`src/rtl/pwr_pkg.sv`:
```
package pwr_pkg;
  localparam int STATE_W = 3;

  typedef enum logic [STATE_W-1:0] {
    ST_WORK  = 3'd0,
    ST_HALT  = 3'd1,
    ST_SG    = 3'd2,
    ST_SLEEP = 3'd3,
    ST_PROBE = 3'd4,
    ST_H2SG  = 3'd5,
    ST_SG2H  = 3'd6
  } pstate_t;

  typedef struct packed {
    logic clk_en;
    logic snoop;
    logic bus;
  } pflags_t;
endpackage

```
`src/rtl/pwr_probe_timer.sv`:
```
module pwr_probe_timer #(
  parameter int PROBE_CYCLES = 4
) (
  input  logic clk,
  input  logic rst,
  input  logic in_probe,
  output logic done
);
  localparam int CW = (PROBE_CYCLES > 1) ? $clog2(PROBE_CYCLES) : 1;
  localparam logic [CW-1:0] LAST = CW'(PROBE_CYCLES - 1);

  logic [CW-1:0] cnt;

  assign done = in_probe && (cnt == LAST);

  always_ff @(posedge clk) begin
    if (rst || !in_probe || done) cnt <= '0;
    else                          cnt <= cnt + 1'b1;
  end

  // the count never runs past the last probe cycle
  p_cnt_bound_r6: assert property (@(posedge clk) disable iff (rst)
    cnt <= LAST);
  // leaving probe always restarts the count
  p_cnt_restart_r6: assert property (@(posedge clk) disable iff (rst)
    !in_probe |=> cnt == '0);
endmodule

```
`src/rtl/pwr_next_state.sv`:
```
module pwr_next_state
  import pwr_pkg::*;
(
  input  pstate_t cur,
  input  logic    ret_sg_halt,
  input  pstate_t ret_probe,
  input  logic    pend,
  input  logic    probe_done,
  input  logic    halt_strobe,
  input  logic    any_wake,
  input  logic    stpclk_n,
  input  logic    sleep_req,
  input  logic    probe_req,
  output pstate_t nxt,
  output logic    ret_sg_we,
  output logic    ret_sg_d,
  output logic    ret_pr_we,
  output pstate_t ret_pr_d,
  output logic    pend_set,
  output logic    leave_probe
);
  always_comb begin
    nxt         = cur;
    ret_sg_we   = 1'b0;
    ret_sg_d    = 1'b0;
    ret_pr_we   = 1'b0;
    ret_pr_d    = ST_HALT;
    pend_set    = 1'b0;
    leave_probe = 1'b0;
    unique case (cur)
      ST_WORK: begin
        if (!stpclk_n) begin
          nxt       = ST_SG;
          ret_sg_we = 1'b1;
          ret_sg_d  = 1'b0;
        end else if (halt_strobe) begin
          nxt = ST_HALT;
        end
      end
      ST_HALT: begin
        if (any_wake)       nxt = ST_WORK;
        else if (!stpclk_n) nxt = ST_H2SG;
        else if (probe_req) begin
          nxt       = ST_PROBE;
          ret_pr_we = 1'b1;
          ret_pr_d  = ST_HALT;
        end
      end
      ST_H2SG: begin
        nxt       = ST_SG;
        ret_sg_we = 1'b1;
        ret_sg_d  = 1'b1;
      end
      ST_SG: begin
        if (stpclk_n)               nxt = ret_sg_halt ? ST_SG2H : ST_WORK;
        else if (sleep_req)         nxt = ST_SLEEP;
        else if (probe_req || pend) begin
          nxt       = ST_PROBE;
          ret_pr_we = 1'b1;
          ret_pr_d  = ST_SG;
        end
      end
      ST_SG2H:  nxt = ST_HALT;
      ST_SLEEP: begin
        pend_set = probe_req;
        if (!sleep_req) nxt = ST_SG;
      end
      ST_PROBE: begin
        if (probe_done) begin
          nxt         = ret_probe;
          leave_probe = 1'b1;
        end
      end
      default: nxt = ST_WORK;
    endcase
  end
endmodule

```
`src/rtl/pwr_flag_map.sv`:
```
module pwr_flag_map
  import pwr_pkg::*;
(
  input  pstate_t st,
  output pflags_t flags
);
  always_comb begin
    flags.clk_en = (st == ST_WORK) || (st == ST_PROBE);
    flags.snoop  = (st != ST_SLEEP);
    flags.bus    = (st == ST_WORK) || (st == ST_PROBE) ||
                   (st == ST_H2SG) || (st == ST_SG2H);
  end
endmodule

```
`src/rtl/pwr_state_ctrl.sv`:
```
module pwr_state_ctrl
  import pwr_pkg::*;
#(
  parameter int PROBE_CYCLES = 4
) (
  input  logic       clk,
  input  logic       rst,
  input  logic       halt_strobe,
  input  logic       wake_smi,
  input  logic       wake_intr,
  input  logic       wake_nmi,
  input  logic       wake_init,
  input  logic       wake_reset,
  input  logic       stpclk_n,
  input  logic       sleep_req,
  input  logic       probe_req,
  output logic [2:0] state_code,
  output logic       core_clk_en,
  output logic       snoop_en,
  output logic       bus_connected,
  output logic       probe_ack
);
  pstate_t cur, nxt, ret_probe, ret_pr_d;
  logic    ret_sg_halt, pend;
  logic    ret_sg_we, ret_sg_d, ret_pr_we, pend_set, leave_probe;
  logic    probe_done, any_wake, clr;
  pflags_t nflags;

  assign any_wake = wake_smi | wake_intr | wake_nmi | wake_init;
  assign clr      = rst | wake_reset;

  pwr_probe_timer #(.PROBE_CYCLES(PROBE_CYCLES)) u_timer (
    .clk(clk), .rst(rst), .in_probe(cur == ST_PROBE), .done(probe_done)
  );

  pwr_next_state u_next (
    .cur(cur), .ret_sg_halt(ret_sg_halt), .ret_probe(ret_probe), .pend(pend),
    .probe_done(probe_done), .halt_strobe(halt_strobe), .any_wake(any_wake),
    .stpclk_n(stpclk_n), .sleep_req(sleep_req), .probe_req(probe_req),
    .nxt(nxt), .ret_sg_we(ret_sg_we), .ret_sg_d(ret_sg_d),
    .ret_pr_we(ret_pr_we), .ret_pr_d(ret_pr_d), .pend_set(pend_set),
    .leave_probe(leave_probe)
  );

  pwr_flag_map u_flags (.st(nxt), .flags(nflags));

  always_ff @(posedge clk) begin
    if (clr) begin
      cur           <= ST_WORK;
      ret_sg_halt   <= 1'b0;
      ret_probe     <= ST_HALT;
      pend          <= 1'b0;
      state_code    <= ST_WORK;
      core_clk_en   <= 1'b1;
      snoop_en      <= 1'b1;
      bus_connected <= 1'b1;
      probe_ack     <= 1'b0;
    end else begin
      cur <= nxt;
      if (ret_sg_we) ret_sg_halt <= ret_sg_d;
      if (ret_pr_we) ret_probe   <= ret_pr_d;
      if (nxt == ST_PROBE) pend <= 1'b0;
      else if (pend_set)   pend <= 1'b1;
      state_code    <= nxt;
      core_clk_en   <= nflags.clk_en;
      snoop_en      <= nflags.snoop;
      bus_connected <= nflags.bus;
      probe_ack     <= leave_probe;
    end
  end

  // a core reset always lands in Working
  p_reset_work_r1: assert property (@(posedge clk) disable iff (rst)
    wake_reset |=> state_code == 3'd0);
  // HaltToC2 lasts one cycle and leads to C2
  p_h2sg_one_r4: assert property (@(posedge clk) disable iff (rst)
    (state_code == 3'd5 && !wake_reset) |=> state_code == 3'd2);
  // C2ToHalt lasts one cycle and leads to Halt
  p_sg2h_one_r5: assert property (@(posedge clk) disable iff (rst)
    (state_code == 3'd6 && !wake_reset) |=> state_code == 3'd1);
  // the acknowledge is a single-cycle pulse
  p_ack_pulse_r7: assert property (@(posedge clk) disable iff (rst)
    probe_ack |=> !probe_ack);
  // a probe that ends normally is acknowledged
  p_ack_after_probe_r7: assert property (@(posedge clk) disable iff (rst)
    ($fell(state_code == 3'd4) && !$past(wake_reset)) |-> probe_ack);
  // S1 is entered only from C2
  p_sleep_from_sg_r8: assert property (@(posedge clk) disable iff (rst)
    $rose(state_code == 3'd3) |-> $past(state_code) == 3'd2);
  // the core clock runs only in Working or Probe
  p_clk_en_r10: assert property (@(posedge clk) disable iff (rst)
    core_clk_en |-> (state_code == 3'd0 || state_code == 3'd4));
  // Probe is never entered from Working
  p_no_probe_from_work_r6: assert property (@(posedge clk) disable iff (rst)
    $rose(state_code == 3'd4) |-> $past(state_code) != 3'd0);
endmodule

```
`config.mk`:
```
export PLATFORM = sky130hd
export DESIGN_NAME = pwr_state_ctrl
export DESIGN_NICKNAME = d
export VERILOG_FILES = /design/src/rtl/pwr_pkg.sv /design/src/rtl/pwr_probe_timer.sv /design/src/rtl/pwr_next_state.sv /design/src/rtl/pwr_flag_map.sv /design/src/rtl/pwr_state_ctrl.sv
export SDC_FILE = /design/constraint.sdc
export NUM_CORES = 1
export LEC_CHECK = 0
export ABC_AREA = 1
export BUFFER_PORTS_ARGS = -buffer_cell sky130_fd_sc_hd__buf_4
export CAP_MARGIN = 40
export CORE_MARGIN = 1.5
export CORE_UTILIZATION = 41
export DETAILED_ROUTE_END_ITERATION = 16
export PLACE_DENSITY_LB_ADDON = 0.08
export SLEW_MARGIN = 25
export SYNTH_ARGS = -nofsm -noshare
export SYNTH_HDL_FRONTEND = slang
export SYNTH_SLANG_ARGS = --single-unit
export TNS_END_PERCENT = 5
```
`constraint.sdc`:
```
create_clock -name clk -period 3.61 [get_ports clk]
set_input_delay 0.9025 -clock clk [delete_from_list [all_inputs] [get_ports clk]]
set_output_delay 0.9025 -clock clk [all_outputs]
set_load 0.01 [all_outputs]
```
# After elaboration in Yosys (flattened, before gate mapping)
# Index checks and enable logic that the tools add are counted.
# totals
wordCells	66
regBits	14
out_inout_bits	7
in_bits	11
# classes
n_eq_ne	11
bitwise_logic	5
reduce_logical	12
n_mux	28
n_addsub	1
# op_table
cell	count
3-bit two-way mux	14
3-bit one-hot mux with 7 select lines	1
3-bit == test, second input constant	6
1-bit two-way mux	10
3-bit by 2-bit == test with 1-bit output, second input constant	2
3-bit zero test	2
1-bit logical OR	6
1-bit bitwise OR	4
1-bit one-hot mux with 2 select lines	2
2-bit OR reduction	2
3-bit by 1-bit == test with 1-bit output, second input constant	1
3-bit by 2-bit inequality test with 1-bit output, second input constant	1
2-bit by 1-bit adder with 2-bit output, second input constant	1
2-bit == test, second input constant	1
2-bit two-way mux	1
1-bit logical AND	1
1-bit zero test	1
1-bit inverter	1

# Longest topological paths before layout
# Gate-level depths: netlist of the first run.
# depth
word_depth	9
ltp_mapped	10

# By module
# From an unflattened synthesis of the first run, not the netlist that was laid out.
# hier_totals
cells_unflattened	126
area_unflattened_um2	795.8
# by_module_without_submodules
mod	n_inst	seq_area_each_um2	area_each_um2	cells_per_inst
pwr_state_ctrl	1	240.2	421.7	53
pwr_next_state	1	0.0	254.0	56
pwr_probe_timer	1	40.0	88.8	11
pwr_flag_map	1	0.0	31.3	6

# Least setup slack after synthesis of the first run
# Ideal clock, no wire load.
# synth_path
kind	in2reg
from	input wake_smi
to	register pend
arrival_time_ns	1.526
t_required_ns	3.500
path_stages	8
slack_ns	1.974
setup_ns	0.110
cell_sequence	inv_1 nand2_1 nor2_1 nand3_1 nand3_2 nand3_1 nand2_1 nor2_2
# synth_between
elab_chain_len	7
# synth_lines
element	line_no	rtl
start: declaration	pwr_state_ctrl.sv:9	input logic wake_smi,
1-bit bitwise OR (3 in series)	pwr_state_ctrl.sv:29	assign any_wake = wake_smi | wake_intr | wake_nmi | wake_init;
3-bit two-way mux	pwr_next_state.sv:41	if (any_wake) nxt = ST_WORK;
3-bit one-hot mux with 7 select lines	pwr_next_state.sv:30	unique case (cur)
3-bit == test	pwr_state_ctrl.sv:62	if (nxt == ST_PROBE) pend <= 1'b0;
2-bit OR reduction (no line)	--	
end signal: assignment	pwr_state_ctrl.sv:52	pend <= 1'b0;
end signal: assignment	pwr_state_ctrl.sv:62	
end signal: assignment	pwr_state_ctrl.sv:63	else if (pend_set) pend <= 1'b1;
end: declaration	pwr_state_ctrl.sv:24	logic ret_sg_halt, pend;
# No other way between the ends.
# A chain may end at the register's enable or synchronous reset.

==> results of run 1 <==
[per-stage QoR]
step	total power (uW)	hold WS, ns	instance area, sq um
2_1_floorplan	179	0.398	707
3_3_place_gp	198	0.410	855
3_5_place_dp	198	0.416	855
4_1_cts	287	0.427	881
5_1_grt	299	0.442	881
6_report	284	0.424	881
[cell usage after synthesis (all sizes together)]
library cell,count
nor2,22
nand2,23
dfxtp,13
a21oi,4
or2,1
o21ai,2
o21bai,1
inv,17
nand3,14
nand4,3
ha,1
nor4,1
[where the power goes]
part	switching, uW	leakage [uW]	internal, uW	total (uW)
logic	25.8	0.000310	20.2	46.0
clock network	46.3	0.0000150	42.9	89.2
registers	2.94	0.000105	146	149
total	75.1	0.000430	209	284
[placed cells by master, fill, tap and decap left out, types with 2 or more instances in the layout]
| master | n |
|---|---|
| nor2_1 | 14 |
| nand4_1 | 3 |
| nand3_1 | 10 |
| o21ai_1 | 2 |
| nor2_4 | 2 |
| nand3_2 | 4 |
| buf_4 | 17 |
| a21oi_1 | 4 |
| nor2_2 | 6 |
| clkbuf_4 | 3 |
| inv_1 | 12 |
| inv_2 | 5 |
| dfxtp_1 | 13 |
| nand2_1 | 18 |
| nand2_2 | 5 |
[routing by layer]
layer	wire length (um)	share of wire, %	vias to the layer above
li1	-	-	363
met2	650	43	26
met5	0	0	-
met4	13	0.86	0
met1	732	48	310
met3	114	7.5	2
[worst register-to-register path, stage by stage, from the launching register on]
cell and delay, ns:
dfxtp_1 0.52, nor2_1 0.15, nand4_1 0.10, nand3_1 0.12, nor2_4 0.19, nand3_1 0.09
nand2_1 0.11, nor2_2 0.04
[final cells by class]
type / instances / area (sq um) / share of cell area, %
clock buffer: 4 / 26.3 / 2.98
inverter: 17 / 63.8 / 7.24
multi-input combinational: 72 / 383 / 43.5
sequential: 13 / 260 / 29.5
tap: 16 / 20.0 / 2.27
timing repair buffer: 17 / 128 / 14.5
[how the worst max path moves through the flow]
stage / depth (start not counted) / end / slack [ns] / start
6_report: 1 / state_code[0] / 1.73 / cur[0]
5_1_grt: 1 / state_code[0] / 1.69 / cur[0]
4_1_cts: 1 / state_code[0] / 1.73 / cur[0]
3_3_place_gp: 9 / pend / 1.72 / sleep_req
2_1_floorplan: 8 / pend / 1.97 / wake_smi
3_5_place_dp: 9 / pend / 1.74 / wake_smi
[registers in the layout, summed over array words and instances, names as in the netlist]
name           cells
u_timer.cnt        2
probe_ack          1
ret_sg_halt        1
cur                3
core_clk_en        1
snoop_en           1
bus_connected      1
pend               1
ret_probe          2
[cell families after synthesis]
group,share of synthesized area [%]
flip-flops,36.8
AND/OR/NAND/NOR,47.1
adder cells (fa/ha/maj),1.77
buffers and inverters,9.03
AO/OA/AOI/OAI,5.31
==> impl_metrics.json, run 1 <==
{
  "status": "finished, violations left",
  "violations": "DRC",
  "worstHoldPathType": "register to register",
  "wire_per_inst_um": 10.9,
  "r2r_setup_slack_ns": 2.21,
  "synth_area_leaders": "dfxtp_1 37%, nand2_1 9.6%, nor2_1 7.4%, nand3_1 7.1%, inv_1 6.4%",
  "period_share_pct": 52.2,
  "routed_wl_um": 1510,
  "cpPeakStageDelay_ns": 0.52,
  "die_h_um": 44.5,
  "synth_area_per_cell_sq_um": 6.93,
  "hpwl_um": 1200,
  "hold_viol": 0,
  "p_leak_uw": 0.000430,
  "cpMaxStageDelayCell": "dfxtp_1",
  "cts_setup_buffers": 0,
  "pre_cts_slack_ns": 1.74,
  "end_kind": "primary output",
  "r2r_end": "pend",
  "vias": 701,
  "seq_area_frac_synth_pct": 36.8,
  "gr-usage-all-layers_pct": 17.8,
  "cts.sink_count": 13,
  "coreArea_sq_mm": 0.00156,
  "row_count": 14,
  "synthCells": 102,
  "cts.reportedPaths.clkPinSlew_ns": 0.08,
  "h-tree-depth": 1,
  "max_slew_margin_pct": 73.5,
  "root_buffer": "clkbuf_4",
  "ys_types": 17,
  "use_met1_pct": 25.6,
  "die_area_sq_mm": 0.00198,
  "dp_cells": 135,
  "cts_tree": "done",
  "clockBufferDepth": 2,
  "powerDensity_mw_per_mm2": 323,
  "routabilityCongestion": 0.835,
  "path_max_fanout": 8,
  "first_global_vias": 626,
  "use_met3_pct": 4.08,
  "cts_buffers": 3,
  "num_io_pins": 18,
  "rsz0062_at_grt": "no",
  "drtAntennaViolNets": 0,
  "syn_to_final_growth_pct": 24.6,
  "layout_setup_ws_ns": 1.73,
  "portBuffers": 17,
  "diodes": 0,
  "drt-vias-per-instance": 5.04,
  "cp_cell_sequence": "buf_4",
  "tightestPinTransition_ns": 0.396,
  "crit_required_ns": 2.71,
  "grt_max_degree": 9,
  "crit_type": "register to primary output",
  "syn_area_sq_um": 707,
  "min_from": "u_timer.cnt[0]",
  "r2r-start": "cur[0]",
  "dr.pass1.iters": 11,
  "insertion_delay_ns": 0.27,
  "start_util_pct": 45.3,
  "synthesis.nets": 114,
  "hold_path_depth": 1,
  "skew_ns": 0.000473,
  "die_w_um": 44.5,
  "fin_crit_ns": 1.88,
  "drv_cap": 0,
  "fin_cells": 139,
  "overflow": 0,
  "fillers": 163,
  "irDropWorstVdd_v": 0.000218,
  "cp_data_arrival_time_ns": 0.98,
  "gr-usage-met2_pct": 25.2,
  "crit_buf_inv": 1,
  "synth_top_area_share_pct": 36.8,
  "antenna_found_initial": 0,
  "setup_tns_ns": 0,
  "nets": 136,
  "synth_warnings": 0,
  "yosys.area.top_type": "dfxtp_1",
  "drive_above_1_share_pct": 34.1,
  "final_util_pct": 56.5,
  "grt_busiest_layer": "met1",
  "start_kind": "register",
  "cts_resized": 0,
  "hold_path_end": "u_timer.cnt[0]",
  "grt_pass1_wl_um": 2590,
  "setup_viol": 0,
  "worst-r2r-cell-count": 7,
  "clock.fmax_mhz": 531,
  "drt_iter0_markers": 22,
  "drc": 3,
  "ys_ff_latch": 13,
  "drv_slew": 0,
  "path_delay_family": "flip-flops",
  "hold_buffers": 0
}
Note: power is estimated with default switching activity, not from simulation.
==> run 2: changes to the inputs <==
ABC_AREA = 0   (was 1)
clock period = 1.6 ns   (was 3.61 ns; I/O delays follow)
==> impl_metrics.json, run 2 <==
{
  "whs_ns": 0.317,
  "final_common_cell": "buf_4",
  "synthArstFlopShare_pct": 0,
  "use_met3_pct": 5.96,
  "end_kind": "register",
  "grt_max_degree": 11,
  "tightestPinTransition_ns": 0.656,
  "yosysMostFrequentCell": "dfxtp_1",
  "fillers": 128,
  "die_h_um": 43.1,
  "syn_area_sq_um": 659,
  "ys_ff_latch": 13,
  "drv_slew": 0,
  "fin_cells": 121,
  "clock.fmax_mhz": 602,
  "worstHoldPathType": "primary input to register",
  "syn_to_final_growth_pct": 43.6,
  "diodes": 0,
  "ys_types": 36,
  "max_slew_margin_pct": 56.3,
  "place_area_sq_um": 892,
  "antenna_found_initial": 0,
  "synth_common_cells": "13 x dfxtp_1, 5 x nor2_1, 4 x a21oi_1, 4 x nand2_1, 4 x o21ai_0",
  "first_global_vias": 597,
  "layout_setup_ws_ns": -0.0621,
  "period_share_pct": 104,
  "use_met1_pct": 21.6,
  "drc": 0,
  "yosys.area.top_type": "dfxtp_1",
  "drv_cap": 0,
  "crit_required_ns": 1.74,
  "crit_type": "register to register",
  "synth-edff-count": 0,
  "die_area_sq_mm": 0.00186,
  "drtAntennaViolNets": 0,
  "overflow": 0,
  "clockBufferDepth": 2,
  "drt-vias-per-instance": 5.45,
  "synth_xor_area_share_pct": 1.33,
  "cp_data_arrival_time_ns": 1.80,
  "gr-usage-met2_pct": 29.6,
  "drt_iter0_markers": 20,
  "gr-usage-all-layers_pct": 17.5,
  "hpwl_um": 1210,
  "dr.pass1.iters": 4,
  "cpMaxStageDelayCell": "or4_4",
  "status": "finished, violations left",
  "portBuffers": 17,
  "synthesis.nets": 84,
  "setup_tns_ns": -0.188,
  "powerDensity_mw_per_mm2": 690,
  "nets": 118,
  "yosys.area_share.simple_pct": 30.6,
  "wire_per_inst_um": 13.0,
  "stdcell_area_sq_um": 947,
  "drive_above_1_share_pct": 47.6,
  "irDropWorstVdd_v": 0.000603,
  "path_max_fanout": 4,
  "skew_ns": 0.00103,
  "grt_busiest_layer": "met2",
  "cpPeakStageDelay_ns": 0.52,
  "routed_wl_um": 1570,
  "final_cell_mix": "32 x buf_4, 10 x dfxtp_1, 5 x nor2_1",
  "regMostFlops": "cur",
  "min_from": "wake_reset",
  "num_io_pins": 18,
  "synth_top_area_share_pct": 39.5,
  "path_delay_family": "simple AND/OR/NAND/NOR gates",
  "cts.sink_count": 13,
  "crit_buf_inv": 0,
  "cp_cell_sequence": "or4_4 > nor4_4 > a222oi_1 > nor2_2 > a22oi_1",
  "startpoint": "cur[2]",
  "synthMuxAreaShare_pct": 0,
  "insertion_delay_ns": 0.27,
  "routabilityCongestion": 0.916,
  "cts_buffers": 3,
  "start_kind": "register",
  "synth_area_leaders": "dfxtp_1 39%, buf_6 3.4%, nor4_4 3.2%, a21oi_1 3.0%, nor3_2 3.0%",
  "hold_viol": 0,
  "pre_cts_slack_ns": -0.214,
  "fin_crit_ns": 1.66,
  "synth_area_per_cell_sq_um": 9.16,
  "seq_area_frac_synth_pct": 39.5,
  "die_w_um": 43.1,
  "largest_register_ffs": 3,
  "synth_compound_area_share_pct": 20.1,
  "grt_pass1_wl_um": 2470,
  "vias": 659,
  "synth_top_family_by_area": "simple AND/OR/NAND/NOR gates",
  "coreArea_sq_mm": 0.00151,
  "start_util_pct": 43.8,
  "root_buffer": "clkbuf_4",
  "rsz0062_at_grt": "yes",
  "reg.largest.list": "cur (3), ret_probe (2), u_timer.cnt (2)",
  "synthCells": 72,
  "setup_viol": 5,
  "r2r-start": "cur[2]",
  "synth_warnings": 0,
  "cts.reportedPaths.clkPinSlew_ns": 0.08,
  "row_count": 14,
  "synthFlopType": "dfxtp_1",
  "h-tree-depth": 1,
  "synth_fa_ha_area_share_pct": 1.90,
  "p_leak_uw": 0.000410,
  "violations": "setup timing",
  "dp_cells": 115,
  "cts_tree": "done"
}
run 2: area by class of cell:
class,count,area (sq um),area share (%)
sequential,13,264,27.9
tap,16,20.0,2.11
inverter,3,11.3,1.19
timing repair buffer,33,260,27.5
multi-input combinational,52,365,38.6
clock buffer,4,26.3,2.77
run 2: repair_timing:
item,CTS,global route
endpoints found under the setup margin,4,8
gates resized for setup,3,3
pin swaps,5,1
buffers inserted,2,0
hold buffers,0,0
run 2: cell families after synthesis:
| family | Yosys count |
|---|---|
| and+or+nand+nor | 31 |
| buffers and inverters | 7 |
| adders and majority gates | 1 |
| xor gates and xnor gates | 1 |
| AOI/OAI and AO/OA | 19 |
| DFF | 13 |
run 2: per-layer routing:
metal	vias to the layer above	share of wire, %	routed length [um]
met1	298	43	675
met4	0	0	0
met3	0	8.8	139
met2	28	48	759
li1	333	-	-
met5	-	0	0
run 2: worst paths after layout:
path	to	slack, ns	cells past startpoint
worst max-delay path	bus_connected	-0.06	5
worst min-delay path	cur[0]	0.32	2
worst min register to register	u_timer.cnt[0]	0.44	1
worst max register to register	bus_connected	-0.06	5
run 2: power by group:
part	switching, uW	leakage (uW)	internal [uW]
registers	4.55	0.000107	331
logic	53.4	0.000288	62.5
clock network	106	0.0000150	96.5
run 2: stage by stage:
| step | total power (uW) | util (%) |
|---|---|---|
| finish | 653 | 62.9 |
| global route | 680 | 62.9 |
| CTS | 654 | 62.3 |
| detailed placement | 453 | 59.2 |
| global placement | 453 | 59.2 |
| floorplan | 392 | - |
==> run 3: changes to the inputs <==
==> constraint.sdc (replaced) <==
create_clock -name clk -period 1.6 [get_ports clk]
set_input_delay 0.4 -clock clk [delete_from_list [all_inputs] [get_ports clk]]
set_output_delay 0.4 -clock clk [all_outputs]
set_load 0.05 [all_outputs]
==> impl_metrics.json, run 3 (synthesis results as in run 2) <==
{
  "status": "finished, violations left",
  "violations": "setup timing",
  "hold_viol": 0,
  "dp_cells": 114,
  "wire_per_inst_um": 14.4,
  "drt-vias-per-instance": 5.85,
  "insertion_delay_ns": 0.28,
  "grt_pass1_wl_um": 2700,
  "cts_tree": "done",
  "layout_setup_ws_ns": -0.0810,
  "gr-usage-all-layers_pct": 19.9,
  "start_kind": "register",
  "worstHoldPathType": "primary input to register",
  "pre_cts_slack_ns": -0.208,
  "drtAntennaViolNets": 0,
  "dr.pass1.iters": 5,
  "routabilityCongestion": 0.848,
  "irDropWorstVdd_v": 0.000513,
  "fillers": 141,
  "fin_crit_ns": 1.68,
  "regArea_sq_um": 272,
  "largest_register_ffs": 3,
  "num_io_pins": 18,
  "period_share_pct": 105,
  "cp_data_arrival_time_ns": 1.83,
  "final_cell_mix": "30 x buf_4, 10 x dfxtp_1, 5 x nor2_1",
  "r2r_end": "bus_connected",
  "regMostFlops": "cur",
  "cts.reportedPaths.clkPinSlew_ns": 0.08,
  "powerDensity_mw_per_mm2": 723,
  "overflow": 0,
  "clock.fmax_mhz": 595,
  "worst-r2r-cell-count": 5,
  "die_w_um": 43.1,
  "grt_max_degree": 10,
  "final_common_cell": "buf_4",
  "r2r-start": "cur[2]",
  "coreArea_sq_mm": 0.00151,
  "drc": 0,
  "vias": 690,
  "setup_viol": 5,
  "routed_wl_um": 1700,
  "portBuffers": 17,
  "skew_ns": 0.00754,
  "antenna_found_initial": 0,
  "cts.sink_count": 13,
  "min_from": "wake_reset",
  "r2r_setup_slack_ns": -0.08,
  "rsz0062_at_grt": "yes",
  "syn_to_final_growth_pct": 40.8,
  "worstSetupEndpoint": "bus_connected",
  "max_slew_margin_pct": 56.4,
  "clockBufferDepth": 2,
  "fin_cells": 118,
  "first_global_vias": 614,
  "cts_buffers": 3,
  "drt_iter0_markers": 30,
  "startpoint": "cur[2]",
  "drv_slew": 0,
  "tightestPinTransition_ns": 0.654,
  "nets": 115,
  "drv_cap": 0,
  "hold_buffers": 0,
  "path_max_fanout": 8,
  "multi_input_area_sq_um": 374,
  "end_kind": "register",
  "diodes": 0,
  "drive_above_1_share_pct": 47.1,
  "row_count": 14,
  "h-tree-depth": 1,
  "crit_required_ns": 1.75,
  "hpwl_um": 1260,
  "die_area_sq_mm": 0.00186,
  "reg.largest.list": "cur (3), ret_probe (2), u_timer.cnt (2)",
  "crit_type": "register to register",
  "die_h_um": 43.1,
  "start_util_pct": 43.8,
  "root_buffer": "clkbuf_4",
  "p_leak_uw": 0.000398,
  "cts_setup_buffers": 0
}
-- run 3: worst min path at each step --
stage / end / depth (start not counted)
after floorplan: u_timer.cnt[0] / 1
after global placement: u_timer.cnt[0] / 1
after detailed placement: u_timer.cnt[0] / 1
after CTS: cur[0] / 2
after global routing: cur[0] / 2
final: cur[0] / 2
-- run 3: metal layers --
metal / up-vias / part of all wire (%) / GRT usage [%]
met2: 37 / 48 / 29.9
met4: 0 / 3.1 / 12.1
met5: - / 0 / 0
met1: 315 / 40 / 24.3
li1: 329 / - / -
met3: 9 / 9.1 / 6.81
-- run 3: area by class of cell --
class	instances	share of cell area [%]
clock buffer	4	2.83
sequential	13	29.2
multi-input combinational	52	40.3
timing repair buffer	30	24.3
inverter	3	1.21
tap	16	2.16
-- run 3: what timing repair did --
| action | in CTS | in global routing |
|---|---|---|
| resized for setup | 0 | 5 |
| endpoints found under the setup margin | 5 | 8 |
| pin swaps | 3 | 6 |
-- run 3: where the power goes --
part | switching, uW | internal (uW)
Combinational | 75.0 | 56.7
Clock | 110 | 96.8
Sequential | 5.06 | 327
Total | 190 | 481
-- run 3: worst max-delay path, cell delays in order, from the launching register on --
cell and delay, ns:
dfxtp_4 0.38, or4_4 0.52, nor4_4 0.21, a222oi_1 0.21
nor2_2 0.14, a22oi_1 0.09
-- run 3: stage by stage --
| stage | hold WS (ns) | TNS (ns) | util, % | total power [uW] | area [sq um] |
|---|---|---|---|---|---|
| after floorplan | 0.405 | -0.191 | - | 409 | 671 |
| after global routing | 0.316 | -0.680 | 61.6 | 701 | 928 |
| after global placement | 0.417 | -0.887 | 58.6 | 466 | 883 |
| after detailed placement | 0.421 | -0.992 | 58.6 | 467 | 883 |
| after CTS | 0.304 | -0.283 | 60.4 | 669 | 910 |
| final | 0.318 | -0.210 | 61.6 | 671 | 928 |
